## config.mk

```make
export PLATFORM = sky130hd
export DESIGN_NAME = accnor_cpu
export DESIGN_NICKNAME = d
export VERILOG_FILES = /design/src/rtl/accnor_cpu.sv
export SDC_FILE = /design/constraint.sdc
export NUM_CORES = 1
export LEC_CHECK = 0
export ABC_AREA = 1
export BUFFER_PORTS_ARGS = -buffer_cell sky130_fd_sc_hd__buf_2
export CORE_ASPECT_RATIO = 0.9
export CORE_MARGIN = 3
export CORE_UTILIZATION = 35
export CTS_CLUSTER_DIAMETER = 80
export DETAILED_ROUTE_END_ITERATION = 6
export SETUP_SLACK_MARGIN = 0.2
export SYNTH_ARGS = -nofsm -noshare
export SYNTH_HDL_FRONTEND = slang
export SYNTH_SLANG_ARGS = --single-unit
```

## constraint.sdc

```tcl
create_clock -name clk -period 4.5 [get_ports clk]
set_input_delay 0.225 -clock clk [delete_from_list [all_inputs] [get_ports clk]]
set_output_delay 0.225 -clock clk [all_outputs]
set_load 0.005 [all_outputs]
```

## src/rtl/accnor_cpu.sv

```systemverilog
module accnor_cpu #(
  parameter int DATA_W = 8
) (
  input  logic              clk,
  input  logic              rst_n,
  output logic [DATA_W-3:0] mem_addr,
  output logic [DATA_W-1:0] mem_wdata,
  input  logic [DATA_W-1:0] mem_rdata,
  output logic              mem_we,
  output logic              mem_en,
  output logic [DATA_W-3:0] dbg_pc,
  output logic [DATA_W-1:0] dbg_acc,
  output logic              dbg_carry,
  output logic [2:0]        dbg_state
);
  localparam int ADDR_W = DATA_W - 2;

  typedef enum logic [2:0] {
    ST_FETCH = 3'd0,
    ST_IRLD  = 3'd1,
    ST_DEC   = 3'd2,
    ST_OPRD  = 3'd3,
    ST_OPLD  = 3'd4,
    ST_EXEC  = 3'd5,
    ST_STORE = 3'd6,
    ST_JUMP  = 3'd7
  } state_t;

  state_t             state, state_nx;
  logic [ADDR_W-1:0]  pc;
  logic [DATA_W-1:0]  ir, opnd, acc;
  logic               carry;
  logic [1:0]         opc;
  logic [ADDR_W-1:0]  field;
  logic [DATA_W:0]    sum;
  logic [DATA_W-1:0]  alu_y;
  logic               ld_ir, ld_opnd, ld_acc, ld_c, clr_c, ld_pc, sel_field;

  assign opc   = ir[DATA_W-1:ADDR_W];
  assign field = ir[ADDR_W-1:0];

  assign ld_ir     = (state == ST_IRLD);
  assign ld_opnd   = (state == ST_OPLD);
  assign ld_acc    = (state == ST_EXEC);
  assign ld_c      = (state == ST_EXEC) && opc[0];
  assign clr_c     = (state == ST_JUMP) && carry;
  assign ld_pc     = (state == ST_JUMP) && !carry;
  assign sel_field = (state == ST_OPRD) || (state == ST_STORE);

  assign sum   = {1'b0, acc} + {1'b0, opnd};
  assign alu_y = opc[0] ? sum[DATA_W-1:0] : ~(acc | opnd);

  assign mem_addr  = sel_field ? field : pc;
  assign mem_wdata = acc;
  assign mem_we    = (state == ST_STORE);
  assign mem_en    = (state == ST_FETCH) || (state == ST_OPRD) || (state == ST_STORE);

  assign dbg_pc    = pc;
  assign dbg_acc   = acc;
  assign dbg_carry = carry;
  assign dbg_state = state;

  always_comb begin
    state_nx = state;
    case (state)
      ST_FETCH: state_nx = ST_IRLD;
      ST_IRLD:  state_nx = ST_DEC;
      ST_DEC: begin
        case (opc)
          2'b10:   state_nx = ST_STORE;
          2'b11:   state_nx = ST_JUMP;
          default: state_nx = ST_OPRD;
        endcase
      end
      ST_OPRD:  state_nx = ST_OPLD;
      ST_OPLD:  state_nx = ST_EXEC;
      default:  state_nx = ST_FETCH;
    endcase
  end

  always_ff @(posedge clk or negedge rst_n) begin
    if (!rst_n) begin
      state <= ST_FETCH;
      pc    <= '0;
      ir    <= '0;
      opnd  <= '0;
      acc   <= '0;
      carry <= 1'b0;
    end else begin
      state <= state_nx;
      if (ld_ir)        ir   <= mem_rdata;
      if (ld_ir)        pc   <= pc + 1'b1;
      else if (ld_pc)   pc   <= field;
      if (ld_opnd)      opnd <= mem_rdata;
      if (ld_acc)       acc  <= alu_y;
      if (ld_c)         carry <= sum[DATA_W];
      else if (clr_c)   carry <= 1'b0;
    end
  end
endmodule

```

* After elaboration in Yosys (flattened, before gate mapping)
Index checks and enable logic that the tools add are counted.
Operators by class: add/sub/neg operators 2, eq/ne operators 9, multiplexer cells 8, bitwise gates (word level) 2, reduce and logical (&&, ||, !) cells 10
Operators by type and width (number):
- $mux W6 | 3
- $pmux W3 S5 | 1
- $eq A3 B3 Y1 const B | 4
- $add A8 B8 Y9 | 1
- $mux W8 | 1
- $not A8 Y8 | 1
- $or A8 B8 Y8 | 1
- $add A6 B1 Y6 const B | 1
- $eq A3 B2 Y1 const B | 2
- $pmux W3 S2 | 1
- $eq A2 B2 Y1 const B | 2
- $reduce_bool A2 Y1 | 2
- $eq A3 B1 Y1 const B | 1
- $logic_and A1 B1 Y1 | 3
- $logic_not A3 Y1 | 1
- $logic_or A1 B1 Y1 | 3
- $mux W1 | 2
- $logic_not A1 Y1 | 1
Word-level totals: register bits after elaboration 34, input port bits 10, output and inout bits 34, word-level logic and storage cells 37

* Logic depth before layout (Yosys ltp)
Gate-level depths: netlist (run 1).
depth after elaboration 4, mapped depth 12, depth with buffers taken out 12

* Worst setup path after synthesis (run 1)
Ideal clock, no wire load.
path type reg2reg, start point register acc[0] (netlist: dbg_acc[0]), end point register acc[4] (netlist: dbg_acc[4]), library setup time 0.126 ns, arrival time 1.458 ns, required time 4.374 ns, slack 2.916 ns, cell stages (with the launch flop) 12, buffers on the path 0, clock period less this slack 1.584 ns, cell sequence dfrtp_1 > ha_1 > inv_1 > fa_1 > inv_1 > nand2_1 > nand2_1 > nand2_1 > nand2_1 > nand3b_1 > nand2_1 > o21ai_0
Between the ends: longest elaborated chain between the ends 2
RTL lines:
- start: declaration | line 31 | logic [DATA_W-1:0] ir, opnd, acc;
- start signal: assignment | line 95 | if (ld_acc) acc <= alu_y;
- $add A8 B8 Y9 | line 50 | assign sum = {1'b0, acc} + {1'b0, opnd};
- $mux W8 | line 51 | assign alu_y = opc[0] ? sum[DATA_W-1:0] : ~(acc | opnd);
Every way passes these cells. A chain may end at the register's enable or synchronous reset.

* Worst setup path in the final report (run 1)
start point register state[2] (netlist: dbg_state[2]), end point output port mem_addr[2]
Between the ends: longest elaborated chain between the ends 3, elaborated cells on any way between the ends 4, classes of those cells eq/ne: 2; mux: 1; reduce/logical: 1
RTL lines:
- start: declaration | line 29 | state_t state, state_nx;
- start signal: assignment | line 90 | state <= state_nx;
- $eq A3 B2 Y1 or $eq A3 B3 Y1 (tied branches) | line 48 | assign sel_field = (state == ST_OPRD) || (state == ST_STORE);
- $logic_or A1 B1 Y1 * | line 48
- $mux W6 * | line 53 | assign mem_addr = sel_field ? field : pc;
- end: declaration | line 6 | output logic [DATA_W-3:0] mem_addr,
Mark *: on every way between the ends. The rest lies on a longest branch, timed or not.

==> results of run 1 <==
-- logic make-up (layout without fill, tap and decap cells) --
group	count (synthesis)	in the layout	synth area share, %
simple gates	121	121	22.6
buf+inv	67	104	14.0
compound gates	52	52	14.7
flops	34	34	38.2
fa+ha+maj	18	18	10.4
-- worst max path at each step --
stage,from,slack [ns],end
floorplan,dbg_acc[0]$_DFFE_PN0N_,2.92,dbg_acc[4]$_DFFE_PN0N_
global placement,dbg_acc[0]$_DFFE_PN0N_,2.85,dbg_acc[4]$_DFFE_PN0N_
detailed placement,dbg_acc[0]$_DFFE_PN0N_,2.77,dbg_acc[4]$_DFFE_PN0N_
CTS,dbg_state[2]$_DFF_PN0_,2.63,mem_addr[2]
global route,dbg_state[1]$_DFF_PN0_,2.45,mem_addr[2]
finish,dbg_state[2]$_DFF_PN0_,2.63,mem_addr[2]
-- synth_stat cells (2+ instances only) --
library cell,n
buf_4,9
o211ai_1,6
o21ai_0,15
dfrtp_1,34
a21oi_1,7
inv_1,50
nand3_1,15
o31ai_1,2
o21ai_1,9
ha_1,17
o21a_1,2
buf_6,3
nand2_1,79
nand3b_1,2
inv_2,2
nor2_1,21
o21ai_2,8
-- report_power, final --
| part | switching, uW | leakage, uW | total (uW) | internal (uW) |
|---|---|---|---|---|
| Clock | 120 | 0.0000579 | 283 | 163 |
| Sequential | 163 | 0.000423 | 616 | 453 |
| Combinational | 626 | 0.000933 | 1060 | 429 |
| Total | 909 | 0.00141 | 1950 | 1050 |
-- metal layers --
| metal | vias to the layer above | global-route usage [%] | share of wire, % |
|---|---|---|---|
| li1 | 991 | - | - |
| met3 | 7 | 3.48 | 4.2 |
| met4 | 0 | 7.19 | 1.9 |
| met5 | - | 0 | 0 |
| met2 | 36 | 22.5 | 44 |
| met1 | 841 | 19.1 | 50 |
-- per-stage QoR --
step                hold slack (ns)  area [sq um]  power, uW
floorplan                   -0.0706          2230       1410
global placement              0.362          2440       1680
detailed placement            0.363          2440       1690
CTS                          0.0467          2550       1990
global route                 0.0711          2550       2190
finish                       0.0118          2550       1950
-- sequential cells by signal (all words and copies together) (netlist names) --
name / count
dbg_carry: 1
dbg_acc: 8
ir: 8
dbg_state: 3
dbg_pc: 6
opnd: 8
-- layout make-up --
type                       count  area [sq um]
clock buffer                   5          68.8
clock inverter                 3          40.0
fill                         657          3370
inverter                      53           201
multi-input combinational    191          1060
sequential                    34           851
tap                           84           105
timing repair buffer          43           215
-- critical path, cell delays in order (launching register included) --
cell and delay, ns:
dfrtp_1 0.51, inv_1 0.11, o21ai_1 0.10, nand2_1 0.14, inv_2 0.19, nand2_1 0.07, o21ai_1 0.09, buf_2 0.13
==> run_results.csv, run 1 <==
group,metric,value,unit
clock_tree,htree_levels,2,
routing,drt-initial-drc-count,77,
sta,hold_viol_final,0,
logic_synthesis,yosysTopAreaCell,"dfrtp_1",
logic_synthesis,synth_nets,320,
status,status,"finished clean",
die,dieHeight,81.7,microns
logic_synthesis,yosysSeqAreaShare,38.2,%
clock_tree,cts_made_buffers,5,
place,gp_congestion,0.804,
logic_synthesis,yosys.area.top_type_share,38.2,%
global_route,grt-ovfl-total,0,
sta,rsz0062_at_grt,"no",
critical_path,cp-start-kind,"flop",
sta,fin_skew,0.00450,ns
logic_synthesis,yosys_most_used_dff,"dfrtp_1",
global_route,grt_max_degree,35,
routing,wire_per_inst,11.9,microns
sta,max_freq,534,MHz
critical_path,path_max_fanout,11,
clock_tree,clkSinkCount,34,
finish,fin_nets,356,
clock_tree,cts_root_buf,"clkbuf_8",
die,dieArea,7360,sq um
finish,final_cell_mix,"nand2_1 (79), inv_1 (50), buf_2 (43), dfrtp_1 (34), nor2_1 (21)",
critical_path,critPathKind,"flop to output port",
sta,setup_tns,0,ns
logic_synthesis,ys_types,28,
finish,final_common_cell,"nand2_1",
die,row_count,26,
routing,ant_nets,0,
logic_synthesis,yosys-top-cells-area,"dfrtp_1 (38%), nand2_1 (13%), ha_1 (9.6%), inv_1 (8.4%), nor2_1 (3.5%)",
sta,period_share,41.7,%
finish,antenna_cells,0,
critical_path,r2r_slack,2.75,ns
finish,syn2layout_area_growth,14.3,%
critical_path,r2r_end,"dbg_acc[4]$_DFFE_PN0N_",
global_route,grt_pass1_vias,1805,
pwr,p_leak,0.00141,uW
sta,max_slew_margin,47.1,%
logic_synthesis,netlist_instances,292,
logic_synthesis,synth_edf_count,0,
logic_synthesis,ys_warn_count,0,
clock_tree,cts_hold_buf,0,
clock_tree,cts_setup_buffers,0,
routing,wl,4.91,mm
clock_tree,clkTransAtPathRegs,0.08,ns
place,place_ws,2.77,ns
finish,drive_above_1_share,20.4,%
global_route,grt_pass1_wl,8.46,mm
pwr,power_density,768,nW/um^2
clock_tree,cts_buffer_depth,2,
die,die_x,90.1,microns
die,start_util,37.6,%
place,io_buffers,43,
clock_tree,clk_latency,0.29,ns
die,core-area,5920,sq um
die,io-pin-count,44,
pwr,ir_drop,0.000230,V
job,cap_violations,0,
sta,final.setup.worst_slack,2.63,ns
sta,setup_viol,0,
hold_path,min_path_type,"input port to async pin",
routing,vias,1875,
sta,drv_slew,0,
sta,tightest_slew,0.794,ns
finish,fin_cells,413,
place,dpl.hpwl,3.77,mm
clock_tree,post_cts_resized,0,
global_route,antenna_found_initial,0,
critical_path,rr_startpoint,"dbg_acc[0]$_DFFE_PN0N_",
routing,first_pass_iters,4,
logic_synthesis,synth.avg_cell_area,7.63,sq um
logic_synthesis,ys_ff_latch,34,
critical_path,cp.required,4.28,ns
routing,post_drt_via_cell_ratio,4.54,
routing,drc_errors,0,
logic_synthesis,synth_area,2230,sq um
critical_path,critPathCaptureType,"output port",
place,placed_cells,405,
logic_synthesis,synthArstFlopShare,100,%
global_route,grt_use_total,14.5,%
critical_path,crit_arrival,1.65,ns
sta,period_needed,1.87,ns
finish,fin_util,43.0,%
clock_tree,cts_tree,"yes",
critical_path,reg2regPathDepth,11,
No activity file was read; power rests on OpenSTA's default activity.
==> run 2, diff against run 1 <==
- clock period: 4.5 -> 1.96 ns (I/O delays scaled with it)
==> run_results.csv, run 2 (synthesized netlist as in run 1, its figures left out) <==
group,metric,value,unit
place,gp_congestion,0.847,
sta,period_needed,1.71,ns
sta,holdWs,0.0506,ns
critical_path,crit_arrival,1.94,ns
routing,post_drt_via_cell_ratio,4.61,
critical_path,path_max_fanout,5,
critical_path,max_stage_delay,0.41,ns
sta,fin_skew,0.00717,ns
clock_tree,cts_root_buf,"clkbuf_8",
pwr,power_density,1790,nW/um^2
critical_path,critPathKind,"flop to flop",
clock_tree,cts_buffer_depth,2,
status,status,"finished clean",
finish,fin_nets,367,
finish,fill_cells,634,
pwr,p_leak,0.00147,uW
routing,ant_nets,0,
critical_path,cp_top_family,"adder cells",
sta,tightest_slew,0.782,ns
clock_tree,clk_latency,0.29,ns
global_route,grt_pass1_vias,1786,
global_route,grt_max_degree,35,
finish,final_common_cell,"nand2_1",
routing,wire_per_inst,12.3,microns
sta,period_share,87.4,%
sta,max_freq,584,MHz
sta,hold_viol_final,0,
routing,vias,1956,
clock_tree,htree_levels,2,
finish,drive_above_1_share,26.8,%
global_route,grt_pass1_wl,8.47,mm
finish,final_cell_mix,"nand2_1 (75), inv_1 (48), buf_2 (43), dfrtp_1 (31), nor2_1 (21)",
die,io-pin-count,44,
sta,setup_tns,0,ns
place,io_buffers,43,
sta,drv_slew,0,
die,core-area,5920,sq um
finish,multi_input_area,1100,sq um
finish,syn2layout_area_growth,20.2,%
sta,setup_viol,0,
critical_path,crit_buf_inv,2,
routing,drt-initial-drc-count,88,
die,row_count,26,
critical_path,cp-start-kind,"flop",
pwr,ir_drop,0.000519,V
critical_path,path_cells,"ha_2 > inv_2 > fa_2 > inv_2 > nand2_2 > nand2_2 > nand2_4 > o31ai_2 > nand2_1 > nand2_1",
routing,drc_errors,0,
critical_path,cpMaxStageDelayCell,"dfrtp_1",
clock_tree,clkSinkCount,34,
clock_tree,cts_made_buffers,5,
clock_tree,cts_tree,"yes",
critical_path,critPathCaptureType,"flop",
finish,seqCellArea,855,sq um
routing,first_pass_iters,4,
sta,rsz0062_at_grt,"yes",
global_route,grt-ovfl-total,0,
global_route,grt_use_total,14.4,%
sta,max_slew_margin,47.8,%
die,dieHeight,81.7,microns
place,dpl.hpwl,3.69,mm
die,die_x,90.1,microns
finish,antenna_cells,0,
die,dieArea,7360,sq um
die,start_util,37.6,%
critical_path,cp.required,2.19,ns
job,cap_violations,0,
routing,wl,5.22,mm
global_route,antenna_found_initial,0,
hold_path,min_path_type,"input port to flop",
clock_tree,clkTransAtPathRegs,0.08,ns
==> run 2: cell count changes in the layout (fill, tap and decap cells not counted), moves of 2 or more <==
cell / before / now
dfrtp_1: 34 / 31
dfrtp_2: 0 / 3
nand2_4: 1 / 3
nand3_1: 15 / 13
nand2_1: 79 / 75
nand2_2: 1 / 3
nand3_2: 0 / 2
inv_1: 50 / 48
buf_4: 0 / 9
==> run 2: timing repair <==
item,CTS,global route
hold buffers,1,0
buffers inserted,0,7
endpoints found under the hold margin,34,0
resized for setup,0,18
setup endpoints to repair,0,9
==> run 2: worst reg2reg max path: cells and delay by family (launching register included) <==
| kind | cells | cell delay, ns |
|---|---|---|
| flip-flops | 1 | 0.41 |
| AO/OA/AOI/OAI | 1 | 0.21 |
| buffers and inverters | 2 | 0.10 |
| AND/OR/NAND/NOR | 5 | 0.33 |
| adder cells (fa/ha/maj) | 2 | 0.58 |
==> run 2: per-layer routing <==
metal	routed length [microns]	global-route usage, %	share of wire, %
met1	2590	19.4	50
met4	104	5.50	2.0
met2	2320	22.9	44
met5	0	0	0
met3	200	3.21	3.8
==> run 2: final timing paths <==
path	startpoint	cells after the start	endpoint	slack (ns)
worst max-delay path	dbg_acc[0]$_DFFE_PN0N_	10	dbg_carry$_DFFE_PN0P_	0.25
worst min-delay path	mem_rdata[6]	3	ir[6]$_DFFE_PN0N_	0.05
worst max register to register	dbg_acc[0]$_DFFE_PN0N_	10	dbg_carry$_DFFE_PN0P_	0.25
worst min register to register	ir[3]$_DFFE_PN0N_	2	ir[3]$_DFFE_PN0N_	0.51
max in group asynchronous	rst_n	2	dbg_state[2]$_DFF_PN0_	0.98
min in group asynchronous	rst_n	2	dbg_acc[3]$_DFFE_PN0N_	0.41
==> run 2: through the flow <==
| stage | power, uW | cells | util, % | cell area (sq um) | setup WS (ns) |
|---|---|---|---|---|---|
| finish | 4790 | 424 | 45.2 | 2680 | 0.247 |
| detailed placement | 3890 | 407 | 41.4 | 2450 | 0.238 |
| floorplan | 3240 | 292 | - | 2230 | 0.376 |
| CTS | 4560 | 416 | 43.4 | 2570 | 0.213 |
| global route | 5290 | 424 | 45.2 | 2680 | 0.145 |
| global placement | 3840 | 407 | 41.4 | 2450 | 0.319 |
==> run 2: power by group <==
| group | leakage, uW | internal (uW) | total [uW] | switching (uW) |
|---|---|---|---|---|
| Sequential | 0.000419 | 1050 | 1390 | 338 |
| Clock | 0.0000579 | 374 | 648 | 273 |
| Combinational | 0.000991 | 1130 | 2750 | 1620 |
| Total | 0.00147 | 2550 | 4790 | 2230 |
==> run 2: layout make-up <==
cell class | instances | share of cell area, %
inverters | 53 | 7.62
repair inverters | 1 | 0.280
well taps | 84 | 3.93
repair buffers | 53 | 10.9
flip-flops and latches | 34 | 31.9
multi-input cells | 191 | 41.3
clock inverters | 3 | 1.50
clock buffers | 5 | 2.57
==> run 3, diff against run 2 <==
- CELL_PAD_IN_SITES_DETAIL_PLACEMENT: unset -> 0
- CELL_PAD_IN_SITES_GLOBAL_PLACEMENT: unset -> 1
- PLACE_DENSITY_LB_ADDON: unset -> 0.1
==> run_results.csv, run 3 (synthesized netlist as in run 1, its figures left out) <==
group,metric,value,unit
sta,period_needed,1.68,ns
clock_tree,htree_levels,2,
die,dieArea,7360,sq um
sta,setup_viol,0,
place,dpl.hpwl,3.86,mm
die,io-pin-count,44,
critical_path,cp.required,1.86,ns
sta,max_freq,594,MHz
pwr,power_density,1740,nW/um^2
finish,syn2layout_area_growth,18.5,%
clock_tree,cts_made_buffers,5,
global_route,grt_use_total,14.6,%
global_route,grt_pass1_wl,8.61,mm
clock_tree,cts_root_buf,"clkbuf_8",
critical_path,rr_startpoint,"dbg_acc[4]$_DFFE_PN0N_",
routing,post_drt_via_cell_ratio,4.50,
clock_tree,clkSinkCount,34,
global_route,grt_util_met3,3.11,%
place,io_buffers,43,
place,place_ws,0.252,ns
finish,multi_input_area,1080,sq um
die,start_util,37.6,%
critical_path,path_max_fanout,5,
status,status,"finished clean",
clock_tree,clkTransAtPathRegs,0.08,ns
global_route,grt_pass1_vias,1762,
sta,drv_slew,0,
sta,rsz0062_at_grt,"yes",
finish,fill_cells,612,
routing,ant_nets,0,
place,gp_congestion,0.778,
critical_path,cp-start-kind,"flop",
critical_path,critPathKind,"flop to output port",
clock_tree,cts_buffer_depth,2,
routing,vias,1908,
critical_path,crit_arrival,1.59,ns
job,cap_violations,0,
sta,tightest_slew,0.808,ns
clock_tree,cts_tree,"yes",
routing,first_pass_iters,4,
routing,wl,5.27,mm
sta,period_share,86.0,%
global_route,grt_max_degree,35,
finish,seqCellArea,855,sq um
hold_path,hp-start,"mem_rdata[6]",
routing,drc_errors,0,
finish,antenna_cells,0,
die,die_x,90.1,microns
sta,fin_skew,0.0106,ns
finish,fin_util,44.6,%
die,core-area,5920,sq um
critical_path,critPathCaptureType,"output port",
finish,final_cell_mix,"nand2_1 (76), inv_1 (50), buf_2 (43), dfrtp_1 (31), nor2_1 (21)",
routing,drt-initial-drc-count,86,
pwr,ir_drop,0.000579,V
critical_path,crit_start,"dbg_state[1]$_DFF_PN0_",
pwr,finalPower,4600,uW
pwr,p_leak,0.00145,uW
finish,fin_nets,367,
clock_tree,clk_latency,0.28,ns
finish,final_common_cell,"nand2_1",
finish,drive_above_1_share,25.3,%
sta,max_slew_margin,46.2,%
global_route,antenna_found_initial,0,
die,dieHeight,81.7,microns
sta,holdWs,0.0352,ns
global_route,grt.busiest_layer,"met2",
routing,wire_per_inst,12.4,microns
sta,hold_viol_final,0,
hold_path,min_path_type,"input port to flop",
global_route,grt-ovfl-total,0,
global_route,grt_use_met2,22.6,%
sta,final.setup.worst_slack,0.275,ns
sta,setup_tns,0,ns
die,row_count,26,
global_route,use_met1,20.8,%
run 3: changes by cell type in the layout (fill, tap and decap cells not counted), sizes merged:
cell and change:
clkinvlp +1, bufinv -1, clkinv -1, clkbuf +1
run 3: per-stage QoR:
stage | cells | area (sq um)
floorplan | 292 | 2230
global route | 424 | 2640
global placement | 409 | 2470
detailed placement | 409 | 2470
CTS | 418 | 2570
finish | 424 | 2640
run 3: area by class of cell:
type	instances	share of cell area, %
multi-input cells	191	40.9
flip-flops and latches	34	32.4
repair buffers	53	11.1
inverters	53	7.73
well taps	84	3.98
clock buffers	6	3.13
clock inverters	2	0.474
repair inverters	1	0.284
run 3: worst paths after layout:
kind	cells after the start	end	slack (ns)
worst max-delay path	6	mem_addr[4]	0.28
worst min-delay path	3	ir[6]$_DFFE_PN0N_	0.04
worst max register to register	10	dbg_acc[7]$_DFFE_PN0N_	0.34
worst min register to register	2	ir[3]$_DFFE_PN0N_	0.51
max in group asynchronous	2	dbg_state[1]$_DFF_PN0_	0.97
min in group asynchronous	2	dbg_pc[1]$_DFFE_PN0P_	0.44
run 3: repair_timing:
item / 4_1_cts / 5_1_grt
gates resized for setup: 1 / 10
buffers inserted: 0 / 5
cloned: 0 / 1
pin swaps: 0 / 3
endpoints found under the setup margin: 1 / 9
hold endpoints to repair: 34 / 0
hold buffers: 1 / 0
run 3: where the power goes:
part,switching [uW],internal [uW]
combinational,1580,1100
clock,262,282
sequential,323,1050
run 3: critical path, cell delays in order, from the launching register on:
cell,delay (ns)
dfrtp_2,0.45
inv_1,0.10
o21ai_1,0.09
nand2_2,0.16
clkinvlp_4,0.19
o21ai_1,0.17
buf_2,0.13
run 3: layer usage:
metal | vias to the layer above | wire [microns]
li1 | 1006 | -
met5 | - | 0
met1 | 862 | 2770
met3 | 2 | 229
met2 | 38 | 2240
met4 | 0 | 27
